File: src/rtl/trig_line_ctrl.sv
`timescale 1ns/1ps
module trig_line_ctrl #(
  parameter int NLINES = 8,
  parameter int LENW   = 8
) (
  input  logic              clk,
  input  logic              rst_n,
  input  logic              cfg_we,
  input  logic [1:0]        cfg_addr,
  input  logic [7:0]        cfg_wdata,
  input  logic              req_i,
  input  logic              ack_i,
  input  logic [NLINES-1:0] line_n_i,
  output logic [NLINES-1:0] pull_o,
  output logic              event_o,
  output logic              done_o,
  output logic              busy_o,
  output logic              run_o,
  output logic              cfg_err_o
);
  localparam int SELW = $clog2(NLINES);

  typedef enum logic [1:0] {M_OFF, M_SYNC, M_HSK, M_SS} mode_t;
  typedef enum logic [1:0] {ROLE_MON, ROLE_SRC, ROLE_ACC, ROLE_SLOT0} role_t;
  typedef enum logic [1:0] {S_IDLE, S_DRIVE, S_WAIT} src_t;
  typedef enum logic [1:0] {A_IDLE, A_PEND, A_DRIVE} acc_t;

  mode_t            mode_q;
  role_t            role_q;
  logic [SELW-1:0]  sel_q;
  logic [LENW-1:0]  len_q;
  logic [NLINES-1:0] s1_q, s2_q, s2d_q;
  logic [LENW-1:0]  cnt_q;
  src_t             src_q;
  acc_t             acc_q;
  logic             done_q, ss_q;
  logic             unused_wdata;

  assign unused_wdata = ^cfg_wdata;

  always_ff @(posedge clk or negedge rst_n)
    if (!rst_n) begin
      mode_q <= M_OFF;
      role_q <= ROLE_MON;
      sel_q  <= '0;
      len_q  <= LENW'(1);
    end else if (cfg_we) begin
      case (cfg_addr)
        2'd0: begin
          mode_q <= mode_t'(cfg_wdata[1:0]);
          role_q <= role_t'(cfg_wdata[3:2]);
        end
        2'd1: sel_q <= cfg_wdata[SELW-1:0];
        2'd2: len_q <= cfg_wdata[LENW-1:0];
        default: ;
      endcase
    end

  always_ff @(posedge clk or negedge rst_n)
    if (!rst_n) begin
      s1_q  <= '1;
      s2_q  <= '1;
      s2d_q <= '1;
    end else begin
      s1_q  <= line_n_i;
      s2_q  <= s1_q;
      s2d_q <= s2_q;
    end

  logic [SELW-1:0] lo_idx, hi_idx;
  logic lo_low, hi_low, lo_fall, sel_fall, hsk_ok;
  logic [LENW-1:0] len_eff;

  assign lo_idx   = {sel_q[SELW-1:1], 1'b0};
  assign hi_idx   = lo_idx | SELW'(1);
  assign lo_low   = ~s2_q[lo_idx];
  assign hi_low   = ~s2_q[hi_idx];
  assign lo_fall  = s2d_q[lo_idx] & ~s2_q[lo_idx];
  assign sel_fall = s2d_q[sel_q] & ~s2_q[sel_q];
  assign hsk_ok   = (mode_q == M_HSK) && !sel_q[0];
  assign len_eff  = (len_q == '0) ? LENW'(1) : len_q;

  always_ff @(posedge clk or negedge rst_n)
    if (!rst_n)
      cnt_q <= '0;
    else if (cfg_we)
      cnt_q <= '0;
    else if (mode_q == M_SYNC && role_q == ROLE_SRC && req_i && cnt_q == '0)
      cnt_q <= len_eff;
    else if (cnt_q != '0)
      cnt_q <= cnt_q - LENW'(1);

  always_ff @(posedge clk or negedge rst_n)
    if (!rst_n) begin
      src_q  <= S_IDLE;
      done_q <= 1'b0;
    end else begin
      done_q <= 1'b0;
      if (cfg_we)
        src_q <= S_IDLE;
      else
        case (src_q)
          S_IDLE:  if (hsk_ok && role_q == ROLE_SRC && req_i && !lo_low && !hi_low)
                     src_q <= S_DRIVE;
          S_DRIVE: if (hi_low) begin
                     src_q  <= S_WAIT;
                     done_q <= 1'b1;
                   end
          S_WAIT:  if (!lo_low && !hi_low)
                     src_q <= S_IDLE;
          default: src_q <= S_IDLE;
        endcase
    end

  always_ff @(posedge clk or negedge rst_n)
    if (!rst_n)
      acc_q <= A_IDLE;
    else if (cfg_we)
      acc_q <= A_IDLE;
    else
      case (acc_q)
        A_IDLE:  if (hsk_ok && role_q == ROLE_ACC && lo_fall)
                   acc_q <= A_PEND;
        A_PEND:  if (!lo_low)
                   acc_q <= A_IDLE;
                 else if (ack_i)
                   acc_q <= A_DRIVE;
        A_DRIVE: if (!lo_low)
                   acc_q <= A_IDLE;
        default: acc_q <= A_IDLE;
      endcase

  always_ff @(posedge clk or negedge rst_n)
    if (!rst_n)
      ss_q <= 1'b0;
    else if (cfg_we)
      ss_q <= 1'b0;
    else if (mode_q == M_SS && role_q == ROLE_SLOT0) begin
      if (req_i)
        ss_q <= 1'b1;
      else if (ack_i)
        ss_q <= 1'b0;
    end

  always_comb begin
    pull_o = '0;
    case (mode_q)
      M_SYNC: if (cnt_q != '0) pull_o[sel_q] = 1'b1;
      M_HSK:  if (hsk_ok) begin
                if (src_q == S_DRIVE) pull_o[lo_idx] = 1'b1;
                if (acc_q == A_DRIVE) pull_o[hi_idx] = 1'b1;
              end
      M_SS:   if (role_q == ROLE_SLOT0 && ss_q) pull_o[sel_q] = 1'b1;
      default: ;
    endcase
  end

  assign event_o   = (mode_q == M_SYNC && sel_fall) ||
                     (hsk_ok && role_q != ROLE_SRC && lo_fall);
  assign done_o    = done_q;
  assign busy_o    = (mode_q == M_SYNC && cnt_q != '0) ||
                     (hsk_ok && role_q == ROLE_SRC && (src_q != S_IDLE || lo_low || hi_low)) ||
                     (hsk_ok && role_q == ROLE_ACC && acc_q != A_IDLE);
  assign run_o     = (mode_q == M_SS) && !s2_q[sel_q];
  assign cfg_err_o = (mode_q == M_HSK) && sel_q[0];

  p_one_line_r10: assert property (@(posedge clk) disable iff (!rst_n)
    $onehot0(pull_o));

  p_err_quiet_r7: assert property (@(posedge clk) disable iff (!rst_n)
    cfg_err_o |-> (pull_o == '0));

  p_listen_only_r9: assert property (@(posedge clk) disable iff (!rst_n)
    (mode_q == M_SS && role_q != ROLE_SLOT0) |-> (pull_o == '0));

  p_src_release_r4: assert property (@(posedge clk) disable iff (!rst_n || cfg_we)
    (src_q == S_DRIVE && hi_low) |=> !pull_o[lo_idx]);

  p_acc_hold_r6: assert property (@(posedge clk) disable iff (!rst_n || cfg_we)
    (acc_q == A_DRIVE && lo_low) |=> pull_o[hi_idx]);

  p_done_once_r4: assert property (@(posedge clk) disable iff (!rst_n)
    done_o |=> !done_o);
endmodule

File: config.mk
export PLATFORM = sky130hd
export DESIGN_NAME = trig_line_ctrl
export DESIGN_NICKNAME = d
export VERILOG_FILES = /design/src/rtl/trig_line_ctrl.sv
export SDC_FILE = /design/constraint.sdc
export NUM_CORES = 1
export LEC_CHECK = 0
export BUFFER_PORTS_ARGS = -buffer_cell sky130_fd_sc_hd__buf_4
export CORE_AREA = 2 2 68 70
export DETAILED_ROUTE_END_ITERATION = 7
export DIE_AREA = 0 0 70 72
export PLACE_DENSITY = 0.75
export REMOVE_ABC_BUFFERS = 1
export SLEW_MARGIN = 20
export SYNTH_ARGS = -nofsm -noshare
export SYNTH_HDL_FRONTEND = slang
export SYNTH_SLANG_ARGS = --single-unit
File: constraint.sdc
create_clock -name clk -period 2.7 [get_ports clk]
set_input_delay 0.27 -clock clk [delete_from_list [all_inputs] [get_ports clk]]
set_output_delay 0.27 -clock clk [all_outputs]
set_load 0.005 [all_outputs]
Word-level counts from Yosys, hierarchy flattened
Index checks and enable logic that the tools add are counted.
- add/sub/neg operators: 1
- multiply operators: 0
- div/mod/pow operators: 0
- $lt $le $gt $ge: 6
- eq/ne operators: 19
- shifts and indexed selects: 0
- mux-type cells: 46
- bitwise gates (word level): 6
- reduce and logical (&&, ||, !) cells: 48
- operators by type and width (operator ; count):
    2-to-1 mux 8 bit ; 10
    logical AND 1 bit ; 24
    case mux 8 bit (3 select lines) ; 1
    2-to-1 mux 2 bit ; 9
    zero test 8 bit ; 2
    2-to-1 mux 1 bit ; 15
    inequality test 3 bit (second input constant) ; 5
    == test 2 bit (second input constant) ; 7
    < comparator 3 x 4 -> 1 bit (second input constant) ; 3
    case mux 2 bit (3 select lines) ; 2
    == test 2 x 1 -> 1 bit (second input constant) ; 5
    greater-or-equal comparator 3 x 1 -> 1 bit (second input constant) ; 3
    bitwise OR 8 bit ; 1
    AND reduction 2 bit ; 4
    nonzero test 8 bit ; 1
    subtractor 8 x 1 -> 8 bit (second input constant) ; 1
    2-to-1 mux 7 bit ; 1
    binary-select mux 1 bit (select 2 bit) ; 3
    binary-select mux 1 bit (select 3 bit) ; 2
    zero test 2 bit ; 3
    AND reduction 3 bit ; 2
    nonzero test 2 bit ; 3
    nonzero test 3 bit ; 2
    logical OR 1 bit ; 5
    other kinds (7) ; 12
- register bits after elaboration: 53
- latch bits: 0
- bits in writable memories: 0
- memory bits (read-only): 0
- output and inout port bits: 13
- memories: 0

Depth between registers and ports, before layout
Gate-level depths: netlist of run 1.
- word-level depth: 11
- mapped depth: 7

Worst setup path after synthesis of run 1
OpenSTA, ideal clock, no wires.
- path type: reg2out
- start: register sel_q[1]
- end: output port busy_o
- arrival: 1702 ps
- setup slack: 728 ps
- stages on the path, launching flop included: 6
- cell sequence: dfrtp_1 -> buf_6 -> mux2i_1 -> mux2_4 -> or4b_1 -> a311o_1
- longest elaborated chain between the ends: 8
- elaborated cells between the ends (all ways): 11
- RTL lines (what ; line ; source):
    start: declaration ; 30 ; logic [SELW-1:0] sel_q;
    start signal: assignment ; 53 ; 2'd1: sel_q <= cfg_wdata[SELW-1:0];
    binary-select mux 1 bit (select 2 bit) ; 76 ; assign lo_low = ~s2_q[lo_idx];
    2-to-1 mux 1 bit (implied by the code) ; 76 ;
    NOT 1 bit ; 76 ;
    logical OR 1 bit ; 162 ; (hsk_ok && role_q == ROLE_SRC && (src_q != S_IDLE || lo_low || hi_low)) ||
    logical OR 1 bit * ; 162 ;
    logical AND 1 bit * ; 162 ;
    logical OR 1 bit * ; 161 ; assign busy_o = (mode_q == M_SYNC && cnt_q != '0) ||
    logical OR 1 bit * ; 162 ;
    end: declaration ; 17 ; output logic busy_o,
Every way passes the cells marked *; elsewhere a longest branch is shown, timed or not. The select of a mux whose other input is x is not followed.

Worst setup path in the final report of run 1
- start: register cnt_q[0]
- end: output port pull_o[0]
- longest elaborated chain between the ends: 3
- RTL lines (what ; line ; source):
    start: declaration ; 33 ; logic [LENW-1:0] cnt_q;
    start signal: assignment ; 89 ; cnt_q <= len_eff;
    start signal: assignment ; 91 ; cnt_q <= cnt_q - LENW'(1);
    nonzero test 8 bit ; 148 ; M_SYNC: if (cnt_q != '0) pull_o[sel_q] = 1'b1;
    2-to-1 mux 8 bit ; 148 ;
    case mux 8 bit (3 select lines) ; 147 ; case (mode_q)
    end: declaration ; 14 ; output logic [NLINES-1:0] pull_o,
Every way passes these cells.

==> results.py, run 1 <==
metrics = {
    "floorplanning": {
        "num_io_pins": 36,
        "core.rowCount": 24,
        "dieWidth_um": 70,
        "dieArea_sq_mm": 0.00504,
        "initial_core_util_pct": 55.2,
        "die_h_um": 72,
        "coreArea_sq_mm": 0.00426,
    },
    "grt": {
        "antenna_found_initial": 0,
        "grt_pass1_wl_mm": 7.69,
        "grt_max_degree": 54,
        "overflow": 0,
        "grt_usage_pct": 19.5,
        "grt_pass1_vias": 1646,
    },
    "setup_path": {
        "regToRegSetupSlack_ps": 650,
        "rr_endpoint": "cnt_q[7]",
        "cp-end-kind": "output pin",
        "reg2reg_from": "cnt_q[0]",
        "r2r_cells": 7,
        "startpoint_type": "flop",
        "worstPathRequired_ps": 2430,
        "path_class": "reg2out",
        "cp-endpoint": "pull_o[0]",
        "critPathLaunch": "cnt_q[0]",
        "cp_max_fo": 4,
        "crit_arrival_ps": 2260,
    },
    "route": {
        "first_iter_violations": 85,
        "drc_errors": 0,
        "dr.pass1.iters": 4,
        "via_count": 1602,
        "wl_mm": 4.53,
        "routed_via_density": 5.72,
        "antenna_left": 0,
        "wire_per_inst_um": 16.2,
    },
    "sta": {
        "finalSetupViolations": 0,
        "tightest_slew_ps": 648,
        "period_share_pct": 93.7,
        "fin_skew_ps": 9.12,
        "report.final.slew_viol_count": 0,
        "fin_ws_ps": 171,
        "fin_setup_tns_ps": 0,
        "fmax_ghz": 0.395,
        "rsz0062_at_grt": "false",
        "period_needed_ps": 2530,
        "slew_headroom_pct": 56.7,
        "hold_viol": 0,
    },
    "placement": {
        "dp.final_hpwl_mm": 3.36,
        "preCtsSetupSlack_ps": 448,
        "dp_cells": 271,
        "port_buffers": 35,
        "gp_congestion": 0.811,
    },
    "logic_synthesis": {
        "ys_warn_count": 0,
        "synth_top_area_share_pct": 29.8,
        "synth_edf_count": 0,
        "synth_area_leaders": "dfrtp_1, dfstp_2, mux2_2",
        "yosysMostFrequentCell": "dfrtp_1",
        "yosysTopAreaCell": "dfrtp_1",
        "yosysUniqueCellTypes": 43,
        "synth_seq_cells": 53,
        "synthTopCellsByCount": "dfrtp_1, dfstp_2, nor2_1",
        "synthArstFlopShare_pct": 100,
        "synth_area_sq_mm": 0.00235,
        "syn_inst": 189,
        "synth_seq_area_share_pct": 57.7,
        "postSynthAreaPerCell_sq_um": 12.5,
        "ys.flop_type": "dfrtp_1",
    },
    "clock_tree": {
        "cts_buffer_depth": 2,
        "root_buffer": "clkbuf_8",
        "numCtsBuffers": 5,
        "clkTransAtPathRegs_ps": 100,
        "cts.sinks": 53,
        "cts_tree": "yes",
        "insertion_delay_ps": 310,
        "htree_num_levels": 2,
    },
    "cells_and_area": {
        "n_antenna_cell": 0,
        "finalNonFillerCells": 280,
        "drive_gt1_share_pct": 41.2,
        "syn_to_final_growth_pct": 17.4,
        "fin_nets": 252,
    },
    "status": {
        "status": "completed",
    },
    "pwr": {
        "max-vdd-ir-drop_mv": 0.370,
        "cellPowerDensity_mw_per_mm2": 758,
        "p_sw_share_pct": 32.6,
        "power.internal_mw": 1.41,
        "power.leakage_nw": 1.19,
        "seq_power_share_pct": 48.9,
        "power_frac_comb_pct": 28.3,
        "switching_power_mw": 0.682,
        "clkPwrFrac_pct": 22.7,
    },
    "flow_run": {
        "maxCapViolCount": 0,
    },
    "worst_hold_path": {
        "hold_path_class": "in2reg",
    },
}
[worst min-delay path by stage]
stage / to / slack (ps) / startpoint / cells past startpoint
after floorplan: acc_q[0] / -30 / rst_n / 0
after global placement: cnt_q[0] / 310 / rst_n / 1
after detailed placement: role_q[0] / 330 / rst_n / 1
after CTS: s1_q[1] / 40 / line_n_i[1] / 1
after global routing: s1_q[3] / 30 / line_n_i[3] / 1
final: s1_q[1] / 60 / line_n_i[1] / 1
[cell families after synthesis]
family          after synthesis  synth area share, %
compound gates               26                 7.44
xor+xnor                      6                 2.23
buf+inv                      10                 2.23
simple gates                 68                 16.2
flops                        53                 57.7
fa+ha+maj                     2                 1.06
mux                          24                 13.2
[cells in the final DEF, fill, tap and decap left out, drive strengths merged, types with 6 or more instances in the layout]
cell,n
nor2,21
dfstp,25
nor3,7
mux2,18
buf,37
a211oi,6
nand2,11
a21oi,10
dfrtp,28
inv,6
[per-stage QoR]
step	total power [mW]	cell area (sq um)	hold slack, ps	utilization (%)
floorplan	1.40	2310	-25.6	-
global placement	1.58	2660	310	62.3
detailed placement	1.62	2660	335	62.3
CTS	2.11	2760	44.9	64.8
global route	2.23	2770	31.4	64.8
finish	2.10	2770	57.1	64.8
[cell type report]
type	count	area, sq um
clock buffer	5	68.8
clock inverter	3	28.8
fill	334	1500
inverter	3	11.3
multi-input combinational	126	945
sequential	53	1360
tap	52	65.1
timing repair buffer	38	288
[worst max-delay path: stages, from the launching register on]
cell and delay [ps]:
dfrtp_1 420, inv_1 110, ha_1 160, nor3b_1 280, a21boi_0 230, a211oi_1 470
nor3_1 110, buf_4 160
[sequential cells by signal, summed over array words and instances, names as in the netlist]
name	count
acc_q	2
src_q	2
ss_q	1
s2d_q	8
done_o	1
role_q	2
s2_q	8
s1_q	8
cnt_q	8
len_q	8
mode_q	2
sel_q	3
[power by group through the flow]
stage	Combinational (mW)	Clock [mW]	Sequential (mW)
after floorplan	0.396	0	1.01
after global placement	0.553	0	1.03
after detailed placement	0.586	0	1.04
after CTS	0.595	0.491	1.02
after global routing	0.661	0.525	1.04
final	0.593	0.477	1.03
[layer usage]
metal	up-vias	track usage, %	routed length (um)
met3	9	4.31	167
met4	0	7.48	74
met5	-	0	0
li1	762	-	-
met1	796	24.0	1980
met2	35	33.9	2310
[repair_timing]
item / 4_1_cts / 5_1_grt
endpoints found under the setup margin: 0 / 1
resized for setup: 0 / 1
buffers inserted: 0 / 0
endpoints found under the hold margin: 21 / 0
hold buffers: 1 / 0
No activity file was read; power rests on OpenSTA's default activity.
==> inputs of run 2 (changes only) <==
--- a/config.mk
+++ b/config.mk
@@ -5,11 +5,11 @@
 export SDC_FILE = /design/constraint.sdc
 export NUM_CORES = 1
 export LEC_CHECK = 0
-export BUFFER_PORTS_ARGS = -buffer_cell sky130_fd_sc_hd__buf_4
-export CORE_AREA = 2 2 68 70
+export CORE_AREA = 2 2 65 67
 export DETAILED_ROUTE_END_ITERATION = 7
-export DIE_AREA = 0 0 70 72
-export PLACE_DENSITY = 0.75
+export DIE_AREA = 0 0 67 69
+export DONT_BUFFER_PORTS = 1
+export PLACE_DENSITY = 0.74
 export REMOVE_ABC_BUFFERS = 1
 export SLEW_MARGIN = 20
 export SYNTH_ARGS = -nofsm -noshare
==> constraint.sdc (replaced) <==
create_clock -name clk -period 2.7 [get_ports clk]
set_input_delay 0.27 -clock clk [delete_from_list [all_inputs] [get_ports clk]]
set_output_delay 0.27 -clock clk [all_outputs]
set_load 0.02 [all_outputs]
==> run 2 against run 1 <==
  * Register-to-register slack improved by 110 ps
  * Combinational power decreased by 5.2%
  * Sequential share of layout area increased by 3.2 points
  * Maximum frequency decreased by 0.56%
  * First-iteration DRC count increased by 9.4%
  * Sequential power about the same
  * Global-route usage increased by 0.62 points
  * Non-clock buffer count decreased by 26
  * Highest routed layer unchanged
==> results.py, run 2 (synthesis gave the netlist of run 1 again) <==
metrics = {
    "floorplanning": {
        "coreArea_sq_mm": 0.00391,
        "core.rowCount": 23,
        "dieArea_sq_mm": 0.00462,
        "die_h_um": 69,
        "num_io_pins": 36,
        "initial_core_util_pct": 60.2,
        "dieWidth_um": 67,
    },
    "cells_and_area": {
        "final_cell_mix": "dfrtp_1, dfstp_2, nor2_1",
        "final_common_cell": "dfrtp_1",
        "fin_nets": 226,
        "register_area_sq_mm": 0.00136,
        "fill_cells": 315,
        "drive_gt1_share_pct": 28.7,
        "syn_to_final_growth_pct": 10.1,
        "n_antenna_cell": 0,
        "multi_input_area_sq_um": 945,
    },
    "setup_path": {
        "crit_arrival_ps": 2270,
        "startpoint_type": "flop",
        "critPathLaunch": "cnt_q[0]",
        "cp-end-kind": "output pin",
        "cp_max_fo": 5,
        "critical_path.top_delay_family": "simple AND/OR/NAND/NOR gates",
        "r2r_cells": 3,
        "worstPathRequired_ps": 2430,
        "slowest_delay_ps": 560,
        "crit_buf_inv": 2,
        "rr_endpoint": "cnt_q[5]",
        "crit_slowest_cell": "nor3_1",
        "crit_chain": "inv_1 > ha_1 > nor3b_1 > buf_4 > a21boi_0 > a211oi_1 > nor3_1",
        "path_class": "reg2out",
        "regToRegSetupSlack_ps": 760,
        "reg2reg_from": "mode_q[1]",
    },
    "sta": {
        "finalSetupViolations": 0,
        "rsz0062_at_grt": "true",
        "fin_skew_ps": 5.36,
        "tightest_slew_ps": 631,
        "period_needed_ps": 2540,
        "period_share_pct": 94.2,
        "whs_ps": 24.9,
        "slew_headroom_pct": 57.6,
        "report.final.slew_viol_count": 0,
        "fmax_ghz": 0.393,
        "hold_viol": 0,
        "fin_setup_tns_ps": 0,
    },
    "worst_hold_path": {
        "hold_path_class": "in2reg",
        "whs_path_depth": 1,
        "hp-start": "cfg_we",
        "holdPathEnd": "ss_q",
    },
    "clock_tree": {
        "cts.sinks": 53,
        "cts_buffer_depth": 2,
        "clkTransAtPathRegs_ps": 90,
        "numCtsBuffers": 5,
        "cts_tree": "yes",
        "root_buffer": "clkbuf_8",
        "insertion_delay_ps": 290,
        "htree_num_levels": 2,
        "cts_resized": 0,
    },
    "grt": {
        "antenna_found_initial": 0,
        "overflow": 0,
        "grt_max_degree": 54,
        "grt_pass1_vias": 1467,
        "grt_usage_pct": 20.1,
        "grt_pass1_wl_mm": 7.03,
    },
    "placement": {
        "gp_congestion": 0.814,
        "port_buffers": 0,
        "dp.final_hpwl_mm": 3.26,
    },
    "pwr": {
        "cellPowerDensity_mw_per_mm2": 776,
        "power.leakage_nw": 1.06,
        "finalPower_mw": 2.01,
        "max-vdd-ir-drop_mv": 0.522,
    },
    "flow_run": {
        "maxCapViolCount": 0,
    },
    "route": {
        "routed_via_density": 5.98,
        "dr.pass1.iters": 4,
        "via_count": 1506,
        "drc_errors": 0,
        "wire_per_inst_um": 17.2,
        "first_iter_violations": 93,
        "wl_mm": 4.33,
        "antenna_left": 0,
    },
    "status": {
        "status": "completed",
    },
}
==> run 2: changes by cell type in the layout (fill, tap and decap cells not counted), sizes merged <==
| cell | before | now |
|---|---|---|
| buf | 37 | 3 |
| clkbuf | 5 | 6 |
| dlygate4sd3 | 1 | 9 |
| inv | 6 | 5 |
==> run 2: layout make-up <==
type	instances	share of cell area (%)
Sequential cell	53	52.3
Multi-Input combinational cell	126	36.4
Timing Repair Buffer	12	5.11
Clock buffer	6	2.80
Tap cell	50	2.41
Clock inverter	2	0.482
Inverter	3	0.434
==> run 2: stage by stage <==
stage / setup WS [ps] / std cells / area, sq um / utilization [%]
CTS: 147 / 252 / 2590 / 66.3
floorplan: 619 / 182 / 2310 / -
global route: -41.5 / 252 / 2590 / 66.3
finish: 157 / 252 / 2590 / 66.3
global placement: 528 / 234 / 2390 / 61.1
detailed placement: 485 / 234 / 2390 / 61.1
==> run 2: how the worst max path moves through the flow <==
| stage | endpoint | depth (start not counted) |
|---|---|---|
| 2_1_floorplan | busy_o | 4 |
| 3_3_place_gp | busy_o | 4 |
| 3_5_place_dp | busy_o | 4 |
| 4_1_cts | busy_o | 4 |
| 5_1_grt | pull_o[4] | 7 |
| 6_report | pull_o[2] | 7 |
==> run 2: what timing repair did <==
item                                    4_1_cts  5_1_grt
hold buffers                                 10        0
buffers inserted                              0        0
endpoints found under the setup margin        0        2
hold endpoints to repair                     61        0
==> run 2: worst register-to-register path, stage by stage, from the launching register on <==
cell      delay [ps]
dfrtp_1          500
nor4bb_1         490
nand4_1          490
a211oi_1         360
==> run 2: metal layers <==
metal / GRT usage [%] / vias up / wire length, um
li1: - / 705 / -
met1: 27.2 / 740 / 1820
met2: 31.7 / 55 / 2130
met3: 5.71 / 6 / 321
met4: 5.44 / 0 / 51
met5: 0 / - / 0
==> run 2: report_power, final <==
group	total, mW	switching, mW	internal (mW)
Sequential	1.03	0.119	0.910
Combinational	0.562	0.291	0.271
Clock	0.421	0.237	0.184
Total	2.01	0.647	1.37
